===== config.mk =====
export PLATFORM = sky130hd
export DESIGN_NAME = pwm_evt_qual
export DESIGN_NICKNAME = d
export VERILOG_FILES = /design/src/rtl/pwm_evt_qual_pkg.sv /design/src/rtl/pwm_evt_qual_regs.sv /design/src/rtl/pwm_evt_qual_reload.sv /design/src/rtl/pwm_evt_qual_chan.sv /design/src/rtl/pwm_evt_qual.sv
export SDC_FILE = /design/constraint.sdc
export NUM_CORES = 1
export LEC_CHECK = 0
export CAP_MARGIN = 20
export CORE_MARGIN = 2
export CORE_UTILIZATION = 50
export DETAILED_ROUTE_END_ITERATION = 10
export MAX_ROUTING_LAYER = met4
export PLACE_DENSITY_LB_ADDON = 0.08
export SYNTH_ARGS = -nofsm -noshare
export SYNTH_HDL_FRONTEND = slang
export SYNTH_SLANG_ARGS = --single-unit
export TNS_END_PERCENT = 5

===== constraint.sdc =====
create_clock -name clk -period 2.15 [get_ports clk]
set_input_delay 0.215 -clock clk [delete_from_list [all_inputs] [get_ports clk]]
set_output_delay 0.215 -clock clk [all_outputs]
set_load 0.02 [all_outputs]

===== src/rtl/pwm_evt_qual_pkg.sv =====
package pwm_evt_qual_pkg;

    typedef enum logic [1:0] {
        ACT_NONE   = 2'b00,
        ACT_LOW    = 2'b01,
        ACT_HIGH   = 2'b10,
        ACT_TOGGLE = 2'b11
    } evq_act_e;

    typedef enum logic [1:0] {
        RLD_AT_ZERO   = 2'b00,
        RLD_AT_PERIOD = 2'b01,
        RLD_AT_EITHER = 2'b10,
        RLD_NOW       = 2'b11
    } evq_rld_e;

    typedef enum logic [1:0] {
        ST_DRV_LO,
        ST_DRV_HI,
        ST_FRC_LO,
        ST_FRC_HI
    } evq_state_e;

    typedef struct packed {
        evq_act_e cmpb;
        evq_act_e cmpa;
        evq_act_e period;
        evq_act_e zero;
    } evq_actset_t;

    localparam logic [1:0] FRC_LOW  = 2'b01;
    localparam logic [1:0] FRC_HIGH = 2'b10;

    function automatic logic frc_on(input logic [1:0] code);
        return (code == FRC_LOW) || (code == FRC_HIGH);
    endfunction

endpackage


===== src/rtl/pwm_evt_qual_regs.sv =====
module pwm_evt_qual_regs
    import pwm_evt_qual_pkg::*;
#(
    parameter int NUM_CH = 2,
    parameter int DATA_W = 16,
    localparam int ADDR_W = $clog2(NUM_CH + 2),
    localparam int FRC_W  = 2 * NUM_CH
) (
    input  logic                     clk,
    input  logic                     rst_n,
    input  logic                     wr_en,
    input  logic [ADDR_W-1:0]        wr_addr,
    input  logic [DATA_W-1:0]        wr_data,
    output evq_actset_t [NUM_CH-1:0] act_cfg,
    output logic [FRC_W-1:0]         frc_shadow,
    output evq_rld_e                 rld_sel
);

    localparam logic [ADDR_W-1:0] FRC_ADDR = ADDR_W'(NUM_CH);
    localparam logic [ADDR_W-1:0] RLD_ADDR = ADDR_W'(NUM_CH + 1);

    logic unused_wr;
    assign unused_wr = ^wr_data;

    for (genvar ch = 0; ch < NUM_CH; ch++) begin : g_act
        always_ff @(posedge clk or negedge rst_n) begin
            if (!rst_n) begin
                act_cfg[ch] <= '{ACT_NONE, ACT_NONE, ACT_NONE, ACT_NONE};
            end else if (wr_en && wr_addr == ADDR_W'(ch)) begin
                act_cfg[ch].zero   <= evq_act_e'(wr_data[1:0]);
                act_cfg[ch].period <= evq_act_e'(wr_data[3:2]);
                act_cfg[ch].cmpa   <= evq_act_e'(wr_data[5:4]);
                act_cfg[ch].cmpb   <= evq_act_e'(wr_data[9:8]);
            end
        end
    end

    always_ff @(posedge clk or negedge rst_n) begin
        if (!rst_n) begin
            frc_shadow <= '0;
            rld_sel    <= RLD_AT_ZERO;
        end else if (wr_en) begin
            if (wr_addr == FRC_ADDR) frc_shadow <= wr_data[FRC_W-1:0];
            if (wr_addr == RLD_ADDR) rld_sel    <= evq_rld_e'(wr_data[1:0]);
        end
    end

    AST_SHADOW_TAKES_WRITE: assert property (@(posedge clk) disable iff (!rst_n)
        wr_en && wr_addr == FRC_ADDR |=> frc_shadow == $past(wr_data[FRC_W-1:0])) else $error("shadow");

endmodule


===== src/rtl/pwm_evt_qual_reload.sv =====
module pwm_evt_qual_reload
    import pwm_evt_qual_pkg::*;
#(
    parameter int NUM_CH = 2,
    localparam int FRC_W = 2 * NUM_CH
) (
    input  logic             clk,
    input  logic             rst_n,
    input  logic             tick,
    input  logic             evt_zero,
    input  logic             evt_period,
    input  logic [FRC_W-1:0] frc_shadow,
    input  evq_rld_e         rld_sel,
    output logic [FRC_W-1:0] frc_eff
);

    logic [FRC_W-1:0] frc_active;
    logic             point_hit;
    logic             reload_now;

    always_comb begin
        unique case (rld_sel)
            RLD_AT_ZERO:   point_hit = evt_zero;
            RLD_AT_PERIOD: point_hit = evt_period;
            RLD_AT_EITHER: point_hit = evt_zero || evt_period;
            RLD_NOW:       point_hit = 1'b1;
            default:       point_hit = 1'b0;
        endcase
    end

    assign reload_now = tick && point_hit;
    assign frc_eff    = reload_now ? frc_shadow : frc_active;

    always_ff @(posedge clk or negedge rst_n) begin
        if (!rst_n) begin
            frc_active <= '0;
        end else if (reload_now) begin
            frc_active <= frc_shadow;
        end
    end

    AST_ACTIVE_HOLDS_NO_TICK: assert property (@(posedge clk) disable iff (!rst_n)
        !tick |=> $stable(frc_active)) else $error("active moved");

    AST_IMMEDIATE_COPIES: assert property (@(posedge clk) disable iff (!rst_n)
        tick && rld_sel == RLD_NOW |=> frc_active == $past(frc_shadow)) else $error("immediate");

    AST_ZERO_MODE_WAITS: assert property (@(posedge clk) disable iff (!rst_n)
        rld_sel == RLD_AT_ZERO && !evt_zero |=> $stable(frc_active)) else $error("zero mode");

endmodule


===== src/rtl/pwm_evt_qual_chan.sv =====
module pwm_evt_qual_chan
    import pwm_evt_qual_pkg::*;
(
    input  logic        clk,
    input  logic        rst_n,
    input  logic        tick,
    input  logic        evt_zero,
    input  logic        evt_period,
    input  logic        evt_cmpa,
    input  logic        evt_cmpb,
    input  evq_actset_t cfg,
    input  logic [1:0]  frc,
    output logic        pwm
);

    evq_state_e state, state_nxt;
    evq_act_e   act;
    logic       level;

    // Lowest priority first, so later matches override earlier ones.
    always_comb begin
        act = ACT_NONE;
        if (evt_zero   && cfg.zero   != ACT_NONE) act = cfg.zero;
        if (evt_period && cfg.period != ACT_NONE) act = cfg.period;
        if (evt_cmpa   && cfg.cmpa   != ACT_NONE) act = cfg.cmpa;
        if (evt_cmpb   && cfg.cmpb   != ACT_NONE) act = cfg.cmpb;
    end

    assign level = (state == ST_DRV_HI) || (state == ST_FRC_HI);

    always_comb begin
        state_nxt = state;
        if (tick) begin
            if (frc == FRC_LOW) begin
                state_nxt = ST_FRC_LO;
            end else if (frc == FRC_HIGH) begin
                state_nxt = ST_FRC_HI;
            end else begin
                unique case (act)
                    ACT_NONE:   state_nxt = level ? ST_DRV_HI : ST_DRV_LO;
                    ACT_LOW:    state_nxt = ST_DRV_LO;
                    ACT_HIGH:   state_nxt = ST_DRV_HI;
                    ACT_TOGGLE: state_nxt = level ? ST_DRV_LO : ST_DRV_HI;
                    default:    state_nxt = state;
                endcase
            end
        end
    end

    always_ff @(posedge clk or negedge rst_n) begin
        if (!rst_n) state <= ST_DRV_LO;
        else        state <= state_nxt;
    end

    always_comb begin
        unique case (state)
            ST_DRV_LO: pwm = 1'b0;
            ST_DRV_HI: pwm = 1'b1;
            ST_FRC_LO: pwm = 1'b0;
            ST_FRC_HI: pwm = 1'b1;
            default:   pwm = 1'b0;
        endcase
    end

    AST_FORCE_LOW_WINS: assert property (@(posedge clk) disable iff (!rst_n)
        tick && frc == FRC_LOW |=> !pwm) else $error("force low");

    AST_FORCE_HIGH_WINS: assert property (@(posedge clk) disable iff (!rst_n)
        tick && frc == FRC_HIGH |=> pwm) else $error("force high");

    AST_HOLD_WITHOUT_TICK: assert property (@(posedge clk) disable iff (!rst_n)
        !tick |=> $stable(pwm)) else $error("moved without tick");

    AST_TOGGLE_FLIPS: assert property (@(posedge clk) disable iff (!rst_n)
        tick && !frc_on(frc) && act == ACT_TOGGLE |=> pwm != $past(pwm)) else $error("toggle");

    AST_RELEASE_KEEPS: assert property (@(posedge clk) disable iff (!rst_n)
        tick && !frc_on(frc) && act == ACT_NONE |=> $stable(pwm)) else $error("release level");

endmodule


===== src/rtl/pwm_evt_qual.sv =====
module pwm_evt_qual
    import pwm_evt_qual_pkg::*;
#(
    parameter int NUM_CH = 2,
    parameter int DATA_W = 16,
    localparam int ADDR_W = $clog2(NUM_CH + 2),
    localparam int FRC_W  = 2 * NUM_CH
) (
    input  logic              clk,
    input  logic              rst_n,
    input  logic              tb_tick,
    input  logic              evt_zero,
    input  logic              evt_period,
    input  logic              evt_cmpa_up,
    input  logic              evt_cmpb_up,
    input  logic              wr_en,
    input  logic [ADDR_W-1:0] wr_addr,
    input  logic [DATA_W-1:0] wr_data,
    output logic [NUM_CH-1:0] pwm_o
);

    evq_actset_t [NUM_CH-1:0] act_cfg;
    logic [FRC_W-1:0]         frc_shadow;
    logic [FRC_W-1:0]         frc_eff;
    evq_rld_e                 rld_sel;

    pwm_evt_qual_regs #(.NUM_CH(NUM_CH), .DATA_W(DATA_W)) u_regs (
        .clk        (clk),
        .rst_n      (rst_n),
        .wr_en      (wr_en),
        .wr_addr    (wr_addr),
        .wr_data    (wr_data),
        .act_cfg    (act_cfg),
        .frc_shadow (frc_shadow),
        .rld_sel    (rld_sel)
    );

    pwm_evt_qual_reload #(.NUM_CH(NUM_CH)) u_reload (
        .clk        (clk),
        .rst_n      (rst_n),
        .tick       (tb_tick),
        .evt_zero   (evt_zero),
        .evt_period (evt_period),
        .frc_shadow (frc_shadow),
        .rld_sel    (rld_sel),
        .frc_eff    (frc_eff)
    );

    for (genvar ch = 0; ch < NUM_CH; ch++) begin : g_chan
        pwm_evt_qual_chan u_chan (
            .clk        (clk),
            .rst_n      (rst_n),
            .tick       (tb_tick),
            .evt_zero   (evt_zero),
            .evt_period (evt_period),
            .evt_cmpa   (evt_cmpa_up),
            .evt_cmpb   (evt_cmpb_up),
            .cfg        (act_cfg[ch]),
            .frc        (frc_eff[2*ch +: 2]),
            .pwm        (pwm_o[ch])
        );
    end

    AST_RESET_LOW: assert property (@(posedge clk) $rose(rst_n) |-> pwm_o == '0) else $error("reset level");

endmodule


==> results.cfg, run 1 <==
[detailed_routing]
dr.pass1.iters = 4
dr.first_iter.drc_count = 7
viasPerCell = 5.72
post_drt_wl_per_cell_um = 15.9
ant_nets = 0
vias = 893
drcViolationCount = 0
wirelength_mm = 2.48

[synthesis]
synthTopCellsByArea = dfrtp_1 51%, mux2_2 18%, mux2_4 4.4%, ha_1 3.6%, mux2i_1 2.9%
ys_seq_area_share_pct = 51.1
ys_ff_latch = 28
synth.avg_cell_area_um2 = 13.7
syn-num-nets = 130
synth_top_area_share_pct = 51.1
syn_area_um2 = 1370
yosys.area.top_type = dfrtp_1
syn_inst = 100
synth_cell_type_count = 23
yosys_warnings = 0

[setup_path]
critPathMaxFanout = 6
startpoint_type = flop
cp-end-kind = flop
criticalPathCategory = reg -> reg
critical_path_required_ps = 2380
cp.arrival_ps = 2250
reg2reg_setup_slack_ps = 130

[finish]
final-seq-area_um2 = 701
fillers = 193
mostFrequentLayoutCells = 28 x dfrtp_1, 22 x mux2_2, 19 x clkdlybuf4s50_1
drive_gt1_share_pct = 31.0
multiInputGateArea_um2 = 644
area_growth_pct = 22.6
antenna_cells = 0
nNetsFinal = 157
post-route-cell-area_um2 = 1680
layout_commonest_cell = dfrtp_1

[placed_design]
dpl_cell_area_um2 = 1630
place_congestion = 0.719
placement.io_buffers = 19
hpwlAfterDp_mm = 1.94
pre_cts_slack_ps = -165

[global_route]
grt_pass1_wl_mm = 4.24
grt_pass1_vias = 903
grt_antenna_before_repair = 0
grt_max_degree = 29
grt_use_total_pct = 17.8
overflow = 0

[clocking]
numClockSinks = 28
tritoncts = built
cts.repair.resized = 0
clk_pin_slew_ps = 150
cts_buffers = 3
cts_root_buf = clkbuf_4
cts_max_level = 1
cts_setup_buffers = 0
cts_hold_buf = 0
clk_path_buf_depth = 2
worstSkewPairLatency_ps = 330

[flow_run]
drv_cap = 0

[floorplanning]
die_x_um = 56.4
core_um2 = 2540
start_util_pct = 53.9
row_count = 18
io-pin-count = 28
fp.dieH_um = 56.4
die_area_um2 = 3180

[timing]
period_minus_slack_ps = 2020
max_slew_margin_pct = 69.1
setup_viol_count_final = 0
max_freq_mhz = 496
rsz0062_at_grt = no
skew_ps = 9.81
drv_slew = 0
setup_ws_ps = 135
hold_viol_final = 0
tightest_slew_ps = 462
timing.final.crit_share_pct = 93.7

[power]
peakVddDrop_v = 0.000627
power.leakage_uw = 0.000739
power_density_nw_per_um2 = 943

[outcome]
status = complete, no violations

[min_path]
min_path_type = in -> async
where the power goes:
part           internal [µW]  leakage (µW)  switching (µW)
Combinational            288      0.000379             186
Sequential               654      0.000332             116
Clock                    189     0.0000279             153
registers in the layout (all words and copies together) (netlist names):
name                 count
u_regs.frc_shadow        4
u_reload.frc_active      4
u_regs.act_cfg          16
u_regs.rld_sel           2
g_chan.u_chan.state      2
kinds of logic after synthesis:
family                     Yosys count  synth area share, %
muxes                               30                 25.4
DFF                                 28                 51.1
AOI/OAI and AO/OA                   18                 12.0
and+or+nand+nor                     15                 5.93
buffers and inverters                5                 1.92
adders and majority gates            4                 3.65
Yosys cell counts:
cell       number
a21o_1          2
mux2i_1         4
nand2_1         8
nor2b_1         1
o31ai_1         2
dfrtp_1        28
nand3b_1        2
mux2_2         22
nand2b_1        2
inv_1           1
o21a_1          2
ha_1            4
mux2_4          4
nand3_1         1
nor3b_2         1
a31oi_1         2
o311ai_4        1
buf_4           2
a211o_1         1
a2bb2oi_1       2
a32o_1          2
clkbuf_1        2
a32oi_1         4
critical path: stages, from the launching register on:
cell and delay (ps):
dfrtp_1 460, nor2b_1 70, a211o_1 310, o311ai_4 130, mux2_4 350, ha_1 200, a31oi_1 150, a2bb2oi_1 170
o31ai_1 90
final cells by class:
class,count,share of cell area (%)
clock buffer,3,1.34
clock inverter,1,1.79
inverter,1,0.223
multi-input combinational,67,38.3
sequential,28,41.7
tap,30,2.23
timing repair buffer,26,14.4
through the flow:
step / hold slack (ps) / TNS [ps] / power (µW) / cells / utilization, %
4_1_cts: 248 / 0 / 1600 / 156 / 66.1
3_3_place_gp: 495 / -229 / 1240 / 152 / 64.0
5_1_grt: 287 / 0 / 1690 / 156 / 66.1
3_5_place_dp: 499 / -327 / 1260 / 152 / 64.0
6_report: 242 / 0 / 1590 / 156 / 66.1
2_1_floorplan: -80.6 / 0 / 1100 / 100 / -
routing by layer:
| layer | GRT usage (%) | share of wire (%) |
|---|---|---|
| met4 | 6.12 | 1.7 |
| met5 | - | 0 |
| met3 | 2.76 | 3.1 |
| met2 | 26.9 | 48 |
| met1 | 24.5 | 47 |
path summary, 6_finish.rpt:
kind                                     from                         to  depth (start not counted)
setup / recovery            u_regs.rld_sel[0]  g_chan[0].u_chan.state[0]                          8
hold / removal                          rst_n     u_reload.frc_active[3]                          2
setup reg to reg            u_regs.rld_sel[0]  g_chan[0].u_chan.state[0]                          8
hold reg to reg            u_regs.act_cfg[11]         u_regs.act_cfg[11]                          1
max in group asynchronous               rst_n          u_regs.act_cfg[8]                          2
min in group clk                   wr_data[5]         u_regs.act_cfg[13]                          2
No activity file was read; power rests on OpenSTA's default activity.
==> inputs of run 2 (changes only) <==
--- a/config.mk
+++ b/config.mk
@@ -6,7 +6,7 @@
 export NUM_CORES = 1
 export LEC_CHECK = 0
 export CAP_MARGIN = 20
-export CORE_MARGIN = 2
+export CORE_MARGIN = 5
 export CORE_UTILIZATION = 50
 export DETAILED_ROUTE_END_ITERATION = 10
 export MAX_ROUTING_LAYER = met4
==> results.cfg, run 2 (same netlist as run 1, synthesis figures left out) <==
[min_path]
min_path_type = in -> async

[setup_path]
crit_cells = 8
critPathMaxFanout = 6
criticalPathCategory = reg -> reg
cp.arrival_ps = 2250
slowest_delay_ps = 440
path_buf_inv = 0
cp_slowest_cell = dfrtp_2
path_delay_family = compound AO/OA/AOI/OAI gates
r2r_cells = 8
crit_end = g_chan[0].u_chan.state[0]
cp-end-kind = flop
cp_cell_sequence = nor2b_1, a211o_1, o311ai_4, mux2_4, ha_1, a31oi_1, a2bb2oi_2, o31ai_2
worstReg2RegStart = u_regs.rld_sel[0]
startpoint_type = flop
reg2reg_setup_slack_ps = 140
critical_path_required_ps = 2390
r2r-end = g_chan[0].u_chan.state[0]
crit_start = u_regs.rld_sel[0]

[global_route]
overflow = 0
grt_max_degree = 29
grt_pass1_vias = 958
grt_use_total_pct = 15.9
grt_antenna_before_repair = 0
grt_pass1_wl_mm = 4.74

[power]
peakVddDrop_v = 0.000794
power_density_nw_per_um2 = 906
power.leakage_uw = 0.000738
switching_share_pct = 30.9
power_frac_comb_pct = 32.3
power.share.clock_pct = 17.2
p_seq_share_pct = 50.6
power.internal_uw = 1060
net-switching-power_uw = 473

[flow_run]
drv_cap = 0

[detailed_routing]
post_drt_wl_per_cell_um = 17.0
dr.first_iter.drc_count = 37
wirelength_mm = 2.68
viasPerCell = 5.69
ant_nets = 0
drcViolationCount = 0
vias = 899
dr.pass1.iters = 4

[finish]
largestRegisters = u_regs.act_cfg (16), u_regs.frc_shadow (4), u_reload.frc_active (4)
largest_reg_flops = 16
area_growth_pct = 23.0
antenna_cells = 0
top_register = u_regs.act_cfg
fin_util_pct = 62.8
drive_gt1_share_pct = 33.9
nNetsFinal = 158
final-instance-count-excl-fill = 158
fillers = 222
layout_commonest_cell = dfrtp_1
mostFrequentLayoutCells = 27 x dfrtp_1, 22 x mux2_2, 19 x clkdlybuf4s50_1

[timing]
max_freq_mhz = 496
period_minus_slack_ps = 2010
tightest_slew_ps = 471
hold_viol_final = 0
setup_viol_count_final = 0
rsz0062_at_grt = no
drv_slew = 0
skew_ps = 4.54
max_slew_margin_pct = 68.5
timing.final.crit_share_pct = 93.7

[clocking]
cts_max_level = 1
worstSkewPairLatency_ps = 330
clk_pin_slew_ps = 150
cts_setup_buffers = 0
clk_path_buf_depth = 2
cts_buffers = 3
tritoncts = built
cts_root_buf = clkbuf_4
numClockSinks = 28

[placed_design]
hpwlAfterDp_mm = 2.04
placement.io_buffers = 19
place_congestion = 0.749
dpl.cell_count = 154

[floorplanning]
row_count = 19
start_util_pct = 51.0
die_area_um2 = 3890
core_um2 = 2690
die_x_um = 62.4
io-pin-count = 28
fp.dieH_um = 62.4

[outcome]
status = complete, no violations
## run 2: cell count changes in the layout (fill, tap and decap cells not counted), sizes merged
cell    delta
bufinv     -1
clkbuf     +1
buf        +1
## run 2: through the flow
| step | hold WS, ps | TNS [ps] | worst slack, ps | power, µW | area, µm² |
|---|---|---|---|---|---|
| after floorplan | -80.6 | 0 | 216 | 1100 | 1370 |
| after global placement | 494 | -223 | -131 | 1240 | 1640 |
| after detailed placement | 500 | -298 | -169 | 1260 | 1640 |
| after CTS | 243 | 0 | 102 | 1530 | 1670 |
| after global routing | 264 | 0 | 22.2 | 1630 | 1690 |
| final | 233 | 0 | 136 | 1530 | 1690 |
## run 2: final cells by class
class,count,area [µm²],area share (%)
well taps,31,38.8,2.30
flip-flops and latches,28,702,41.6
clock buffers,4,36.3,2.15
multi-input cells,67,656,38.9
repair buffers,27,250,14.8
inverters,1,3.75,0.223
## run 2: layer usage
layer	vias to the layer above	track usage, %	wire length, µm
met1	450	20.7	1210
met3	5	3.06	110
met5	-	-	0
met2	22	24.4	1310
met4	0	6.37	54
li1	422	-	-
## run 2: what timing repair did
| item | 4_1_cts | 5_1_grt |
|---|---|---|
| setup endpoints to repair | 0 | 2 |
| hold buffers | 0 | 0 |
| gates resized for setup | 0 | 3 |
## run 2: power groups by stage
stage | clock [µW] | combinational [µW] | sequential, µW
6_report | 262 | 494 | 773
3_3_place_gp | 0 | 468 | 771
3_5_place_dp | 0 | 480 | 783
2_1_floorplan | 0 | 363 | 740
4_1_cts | 272 | 484 | 770
5_1_grt | 298 | 543 | 795
## run 2: worst reg2reg max path: stages, from the launching register on
cell and delay, ps:
dfrtp_2 440, nor2b_1 60, a211o_1 300, o311ai_4 140, mux2_4 360, ha_1 200
a31oi_1 180, a2bb2oi_2 170, o31ai_2 80
## run 2: how the worst min path moves through the flow
stage                  startpoint                        end  slack [ps]
2_1_floorplan               rst_n  g_chan[0].u_chan.state[0]         -80
3_3_place_gp   u_regs.act_cfg[11]         u_regs.act_cfg[11]         490
3_5_place_dp    u_regs.act_cfg[3]          u_regs.act_cfg[3]         500
4_1_cts                     rst_n     u_reload.frc_active[3]         240
5_1_grt                     rst_n  g_chan[0].u_chan.state[0]         260
6_report                    rst_n     u_reload.frc_active[3]         230
